$ cat src/rtl/raster_pkg.sv
package raster_pkg;

  localparam int unsigned POS_W = 9;

  // Horizontal geometry: last visible count, vertical step point, jump point
  localparam logic [POS_W-1:0] H_VIS_END_N = 9'h0FE;
  localparam logic [POS_W-1:0] H_VIS_END_W = 9'h13E;
  localparam logic [POS_W-1:0] H_VSTEP_N   = 9'h108;
  localparam logic [POS_W-1:0] H_VSTEP_W   = 9'h148;
  localparam logic [POS_W-1:0] H_JUMP_N    = 9'h128;
  localparam logic [POS_W-1:0] H_JUMP_W    = 9'h168;
  localparam logic [POS_W-1:0] H_RELOAD    = 9'h1D0;

  // Vertical geometry: last visible line, jump point, reload value
  localparam logic [POS_W-1:0] V_VIS_END_S = 9'h0DF;
  localparam logic [POS_W-1:0] V_VIS_END_T = 9'h0EF;
  localparam logic [POS_W-1:0] V_JUMP_S    = 9'h0EA;
  localparam logic [POS_W-1:0] V_JUMP_T    = 9'h10A;
  localparam logic [POS_W-1:0] V_RELOAD_S  = 9'h1E5;
  localparam logic [POS_W-1:0] V_RELOAD_T  = 9'h1D2;

  typedef struct packed {
    logic wide;
    logic tall;
  } scan_mode_t;

endpackage

$ cat src/rtl/raster_hcount.sv
module raster_hcount
  import raster_pkg::*;
#(
  parameter int unsigned      CNT_W     = POS_W,
  parameter logic [CNT_W-1:0] VIS_END_N = H_VIS_END_N,
  parameter logic [CNT_W-1:0] VIS_END_W = H_VIS_END_W,
  parameter logic [CNT_W-1:0] VSTEP_N   = H_VSTEP_N,
  parameter logic [CNT_W-1:0] VSTEP_W   = H_VSTEP_W,
  parameter logic [CNT_W-1:0] JUMP_N    = H_JUMP_N,
  parameter logic [CNT_W-1:0] JUMP_W    = H_JUMP_W,
  parameter logic [CNT_W-1:0] RELOAD    = H_RELOAD
) (
  input  logic             clk,
  input  logic             rst_n,
  input  logic             pix_en,
  input  scan_mode_t       mode_req,
  output scan_mode_t       mode_cur,
  output logic [CNT_W-1:0] hpos,
  output logic             hblank,
  output logic             v_step
);

  localparam logic [CNT_W-1:0] LINE_TOP = '1;

  logic [CNT_W-1:0] h_q, h_d;
  logic [CNT_W-1:0] jump_pt, vstep_pt, vis_end;
  scan_mode_t       mode_q, mode_d;
  logic             line_wrap;

  // next-state logic
  always_comb begin
    jump_pt   = mode_q.wide ? JUMP_W    : JUMP_N;
    vstep_pt  = mode_q.wide ? VSTEP_W   : VSTEP_N;
    vis_end   = mode_q.wide ? VIS_END_W : VIS_END_N;
    line_wrap = pix_en && (h_q == LINE_TOP);
    h_d       = h_q;
    if (pix_en) begin
      h_d = (h_q == jump_pt) ? RELOAD : h_q + 1'b1;
    end
    mode_d = line_wrap ? mode_req : mode_q;
  end

  // state registers
  always_ff @(posedge clk or negedge rst_n) begin
    if (!rst_n) begin
      h_q    <= '0;
      mode_q <= '0;
    end else begin
      if (pix_en) h_q <= h_d;
      if (line_wrap) mode_q <= mode_d;
    end
  end

  assign hpos     = h_q;
  assign mode_cur = mode_q;
  assign hblank   = (h_q > vis_end);
  assign v_step   = pix_en && (h_d == vstep_pt);

endmodule

$ cat src/rtl/raster_vcount.sv
module raster_vcount
  import raster_pkg::*;
#(
  parameter int unsigned      CNT_W     = POS_W,
  parameter logic [CNT_W-1:0] VIS_END_S = V_VIS_END_S,
  parameter logic [CNT_W-1:0] VIS_END_T = V_VIS_END_T,
  parameter logic [CNT_W-1:0] JUMP_S    = V_JUMP_S,
  parameter logic [CNT_W-1:0] JUMP_T    = V_JUMP_T,
  parameter logic [CNT_W-1:0] RELOAD_S  = V_RELOAD_S,
  parameter logic [CNT_W-1:0] RELOAD_T  = V_RELOAD_T
) (
  input  logic             clk,
  input  logic             rst_n,
  input  logic             step,
  input  logic             tall,
  output logic [CNT_W-1:0] vpos,
  output logic             vblank
);

  logic [CNT_W-1:0] v_q, v_d;
  logic [CNT_W-1:0] jump_pt, reload_val, vis_end;

  always_comb begin
    jump_pt    = tall ? JUMP_T    : JUMP_S;
    reload_val = tall ? RELOAD_T  : RELOAD_S;
    vis_end    = tall ? VIS_END_T : VIS_END_S;
    v_d        = v_q;
    if (step) begin
      v_d = (v_q == jump_pt) ? reload_val : v_q + 1'b1;
    end
  end

  always_ff @(posedge clk or negedge rst_n) begin
    if (!rst_n) begin
      v_q <= '0;
    end else if (step) begin
      v_q <= v_d;
    end
  end

  assign vpos   = v_q;
  assign vblank = (v_q > vis_end);

endmodule

$ cat src/rtl/raster_readback.sv
module raster_readback #(
  parameter int unsigned CNT_W = 9
) (
  input  logic               interlace,
  input  logic [CNT_W-2:0]   h_vis,
  input  logic [CNT_W-1:0]   vpos,
  output logic [2*CNT_W-3:0] word
);

  logic [CNT_W-2:0] hi_plain, hi_laced;

  always_comb begin
    hi_plain = vpos[CNT_W-2:0];
    hi_laced = {vpos[CNT_W-2:1], vpos[CNT_W-1]};
    word     = {(interlace ? hi_laced : hi_plain), h_vis};
  end

endmodule

$ cat src/rtl/raster_pos_counter.sv
module raster_pos_counter
  import raster_pkg::*;
#(
  parameter int unsigned      CNT_W       = POS_W,
  parameter int unsigned      SYNC_STAGES = 2,
  parameter logic [CNT_W-1:0] HV_END_N    = H_VIS_END_N,
  parameter logic [CNT_W-1:0] HV_END_W    = H_VIS_END_W,
  parameter logic [CNT_W-1:0] HSTEP_N     = H_VSTEP_N,
  parameter logic [CNT_W-1:0] HSTEP_W     = H_VSTEP_W,
  parameter logic [CNT_W-1:0] HJUMP_N     = H_JUMP_N,
  parameter logic [CNT_W-1:0] HJUMP_W     = H_JUMP_W,
  parameter logic [CNT_W-1:0] HRELOAD     = H_RELOAD,
  parameter logic [CNT_W-1:0] VV_END_S    = V_VIS_END_S,
  parameter logic [CNT_W-1:0] VV_END_T    = V_VIS_END_T,
  parameter logic [CNT_W-1:0] VJUMP_S     = V_JUMP_S,
  parameter logic [CNT_W-1:0] VJUMP_T     = V_JUMP_T,
  parameter logic [CNT_W-1:0] VRELOAD_S   = V_RELOAD_S,
  parameter logic [CNT_W-1:0] VRELOAD_T   = V_RELOAD_T
) (
  input  logic               clk,
  input  logic               rst_n,
  input  logic               pix_en,
  input  logic               wide_h,
  input  logic               tall_v,
  input  logic               interlace,
  output logic [CNT_W-1:0]   hpos,
  output logic [CNT_W-1:0]   vpos,
  output logic               hblank,
  output logic               vblank,
  output logic [2*CNT_W-3:0] hv_word
);

  logic [SYNC_STAGES-1:0] rst_sync;
  logic                   rst_int_n;
  scan_mode_t             mode_req, mode_cur;
  logic                   v_step;

  // asynchronous assert, synchronous release
  always_ff @(posedge clk or negedge rst_n) begin
    if (!rst_n) rst_sync <= '0;
    else        rst_sync <= {rst_sync[SYNC_STAGES-2:0], 1'b1};
  end
  assign rst_int_n = rst_sync[SYNC_STAGES-1];

  assign mode_req = '{wide: wide_h, tall: tall_v};

  raster_hcount #(
    .CNT_W(CNT_W), .VIS_END_N(HV_END_N), .VIS_END_W(HV_END_W),
    .VSTEP_N(HSTEP_N), .VSTEP_W(HSTEP_W), .JUMP_N(HJUMP_N),
    .JUMP_W(HJUMP_W), .RELOAD(HRELOAD)
  ) u_h (
    .clk(clk), .rst_n(rst_int_n), .pix_en(pix_en), .mode_req(mode_req),
    .mode_cur(mode_cur), .hpos(hpos), .hblank(hblank), .v_step(v_step)
  );

  raster_vcount #(
    .CNT_W(CNT_W), .VIS_END_S(VV_END_S), .VIS_END_T(VV_END_T),
    .JUMP_S(VJUMP_S), .JUMP_T(VJUMP_T), .RELOAD_S(VRELOAD_S),
    .RELOAD_T(VRELOAD_T)
  ) u_v (
    .clk(clk), .rst_n(rst_int_n), .step(v_step), .tall(mode_cur.tall),
    .vpos(vpos), .vblank(vblank)
  );

  raster_readback #(.CNT_W(CNT_W)) u_rb (
    .interlace(interlace), .h_vis(hpos[CNT_W-1:1]), .vpos(vpos),
    .word(hv_word)
  );

endmodule

$ cat config.mk
export PLATFORM = sky130hd
export DESIGN_NAME = raster_pos_counter
export DESIGN_NICKNAME = d
export VERILOG_FILES = /design/src/rtl/raster_pkg.sv /design/src/rtl/raster_hcount.sv /design/src/rtl/raster_vcount.sv /design/src/rtl/raster_readback.sv /design/src/rtl/raster_pos_counter.sv
export SDC_FILE = /design/constraint.sdc
export NUM_CORES = 1
export LEC_CHECK = 0
export ABC_AREA = 1
export BUFFER_PORTS_ARGS = -buffer_cell sky130_fd_sc_hd__buf_2
export CORE_MARGIN = 3
export CORE_UTILIZATION = 40
export DETAILED_ROUTE_END_ITERATION = 8
export PLACE_DENSITY = 0.69
export SYNTH_ARGS = -nofsm -noshare
export SYNTH_HDL_FRONTEND = slang
export SYNTH_SLANG_ARGS = --single-unit
$ cat constraint.sdc
create_clock -name clk -period 2.1 [get_ports clk]
set_input_delay 0.63 -clock clk [delete_from_list [all_inputs] [get_ports clk]]
set_output_delay 0.63 -clock clk [all_outputs]
set_load 0.01 [all_outputs]
==> flow_summary.json <==
{
  "critPathTopFamily": "flip-flops",
  "power_leakage_nw": 1.27,
  "reg2reg_slack_ns": 0.11,
  "die_area_um2": 5630,
  "synth_cell_types": 34,
  "gp_congestion": 0.883,
  "wl_per_cell_um": 12.7,
  "timing.final.ws_setup_ns": -0.113,
  "cts.htree.levels": 1,
  "syn_area_um2": 1900,
  "max_stage_delay_ns": 0.46,
  "gr-total-overflow": 0,
  "timing.rr.end": "u_v.vpos[2]",
  "drive_above_1_share": 0.357,
  "finalSetupViolCount": 2,
  "drc": 0,
  "startpoint_type": "flip-flop",
  "cts_buffers": 3,
  "crit_path_cell_trace": "ha_4 > a31oi_2 > or2_4 > a21oi_2 > buf_2",
  "post-place-ws_ns": 0.0906,
  "violations": "setup timing",
  "skew_ns": 0.00336,
  "power.net_switching_uw": 876,
  "synth.top_cell.area_share": 0.289,
  "pwr-share-seq": 0.299,
  "slew_violations": 0,
  "timing.hold.ws_ns": 0.122,
  "reg2reg_depth": 12,
  "synth-seq-cells": 22,
  "cts_root_buf": "clkbuf_8",
  "clockBufferDepth": 2,
  "switching_share": 0.462,
  "cap_viol_max_count": 0,
  "synthTopCellsByArea": "dfrtp_1 (29%), nand2_1 (13%), inv_1 (7.9%)",
  "grt.total_usage": 0.171,
  "drtAntennaViolNets": 0,
  "p_comb_frac": 0.553,
  "period_minus_slack_ns": 2.21,
  "status": "finished, violations left",
  "cp.required_ns": 1.47,
  "clk_pin_slew_ns": 0.09,
  "fmax_mhz": 452,
  "synth_fp_nets": 287,
  "io_buffer_count": 41,
  "syn_area_per_cell_um2": 7.05,
  "hold_class": "primary input to async pin",
  "dpl.hpwl_mm": 3.56,
  "power.density_nw_per_um2": 800,
  "io-pin-count": 42,
  "finalHoldViolations": 0,
  "worst-path-buf-inv": 1,
  "cp_slowest_cell": "dfrtp_2",
  "reg2reg_from": "u_h.hpos[6]",
  "nNetsFinal": 338,
  "die_h_um": 75,
  "grt_max_degree": 21,
  "worstSetupStartpoint": "u_h.mode_cur[1]",
  "cp.arrival_ns": 1.58,
  "antenna_found_initial": 0,
  "cts_tree": "yes",
  "syn2layout_area_growth_pct": 24.4,
  "core_area_um2": 4470,
  "worstPathMaxFanout": 4,
  "fin_area_um2": 2370,
  "drt-initial-drc-count": 109,
  "placed_area_um2": 2150,
  "antenna_cells": 0,
  "start_util": 0.426,
  "place_inst": 359,
  "power.internal_mw": 1.02,
  "ys_seq_area_frac": 0.289,
  "rsz0062_at_grt": "true",
  "crit_path_end_kind": "primary output",
  "clock_latency_ns": 0.27,
  "vias": 1828,
  "die_x_um": 75,
  "p_clk_frac": 0.148,
  "first_global_vias": 1642,
  "fin_cells": 371,
  "post_drt_via_cell_ratio": 4.93,
  "fin_crit_sh": 1.05,
  "firstDrtPassIters": 4,
  "vdd_drop_max_mv": 0.496,
  "wirelength_mm": 4.70,
  "worstSetupPathType": "flip-flop to primary output",
  "yosys.area.top_type": "dfrtp_1",
  "cts-hold-fix-buffers": 0,
  "rows": 24,
  "clock-sinks": 22,
  "grt_pass1_wl_mm": 7.53,
  "ys_warn_count": 0,
  "synthCells": 270
}
final cells by class:
cell class	instances	area [um2]
inverters	42	160
clock buffers	3	41.3
flip-flops and latches	22	554
repair buffers	64	382
fillers	419	2100
multi-input cells	188	1170
well taps	52	65.1
kinds of logic after synthesis:
kind of cell / Yosys count / share of synthesized area
simple gates: 151 / 0.392
compound gates: 19 / 0.0624
other cells: 1 / 0.00197
flops: 22 / 0.289
xor+xnor: 6 / 0.0276
buf+inv: 60 / 0.154
fa+ha+maj: 11 / 0.0723
synthesized netlist by cell type, drive strengths merged:
cell type,count
dfrtp,22
or2,2
nand2,74
o211ai,1
nor2,31
a21oi,6
nand4,11
xor2,2
buf,15
ha,11
o21ai,9
xnor2,4
clkbuf,3
nor3,2
o21bai,2
clkinv,1
and3,1
nand3,29
nand3b,1
inv,41
a31oi,1
conb,1
per-stage QoR:
stage | power (mW) | TNS [ns] | utilization
final | 1.90 | -0.143 | 0.530
after global routing | 2.04 | -0.467 | 0.530
after CTS | 1.84 | -0.161 | 0.512
after detailed placement | 1.52 | 0 | 0.480
after global placement | 1.50 | 0 | 0.480
after floorplan | 1.26 | 0 | -
worst max path at each step:
stage / endpoint / slack [ns] / cells after the start
finish: hblank / -0.11 / 5
global placement: hblank / 0.10 / 6
detailed placement: hblank / 0.09 / 6
CTS: hblank / -0.12 / 5
global route: hblank / -0.21 / 6
floorplan: hblank / 0.10 / 4
power groups by stage:
stage / combinational [mW] / sequential (mW) / clock, mW
4_1_cts: 0.997 / 0.560 / 0.285
2_1_floorplan: 0.624 / 0.637 / 0
3_3_place_gp: 0.935 / 0.569 / 0
5_1_grt: 1.16 / 0.578 / 0.301
6_report: 1.05 / 0.566 / 0.281
3_5_place_dp: 0.945 / 0.573 / 0
cell usage in the layout, fill, tap and decap left out, types with 2 or more instances in the layout:
| master | n |
|---|---|
| buf_4 | 22 |
| nand2_2 | 6 |
| dfrtp_2 | 3 |
| nor2_2 | 7 |
| nand3_1 | 24 |
| ha_2 | 2 |
| nand3_4 | 2 |
| inv_1 | 38 |
| clkbuf_8 | 3 |
| buf_2 | 41 |
| inv_2 | 3 |
| nand4_1 | 10 |
| o21ai_0 | 4 |
| nand2_4 | 2 |
| ha_1 | 7 |
| nand3_2 | 3 |
| nand2_1 | 66 |
| xnor2_1 | 4 |
| xor2_1 | 2 |
| ha_4 | 2 |
| nor2_1 | 18 |
| o21ai_1 | 3 |
| nor2_4 | 6 |
| a21oi_1 | 4 |
| dfrtp_1 | 19 |
repair_timing:
item | CTS | global route
gates resized for setup | 13 | 17
endpoints found under the setup margin | 2 | 11
cloned | 0 | 0
setup buffers | 7 | 2
pin swaps | 7 | 12
routing by layer:
layer	up-vias	track usage	wire length, um
met2	44	0.278	2310
li1	936	-	-
met4	0	0.0415	40
met3	5	0.0160	202
met1	843	0.246	2150
met5	-	0	0
registers in the layout, summed over array words and instances (netlist names):
name	count
rst_sync	2
u_h.mode_cur	2
u_h.hpos	9
u_v.vpos	9
No activity file was read; power rests on OpenSTA's default activity.
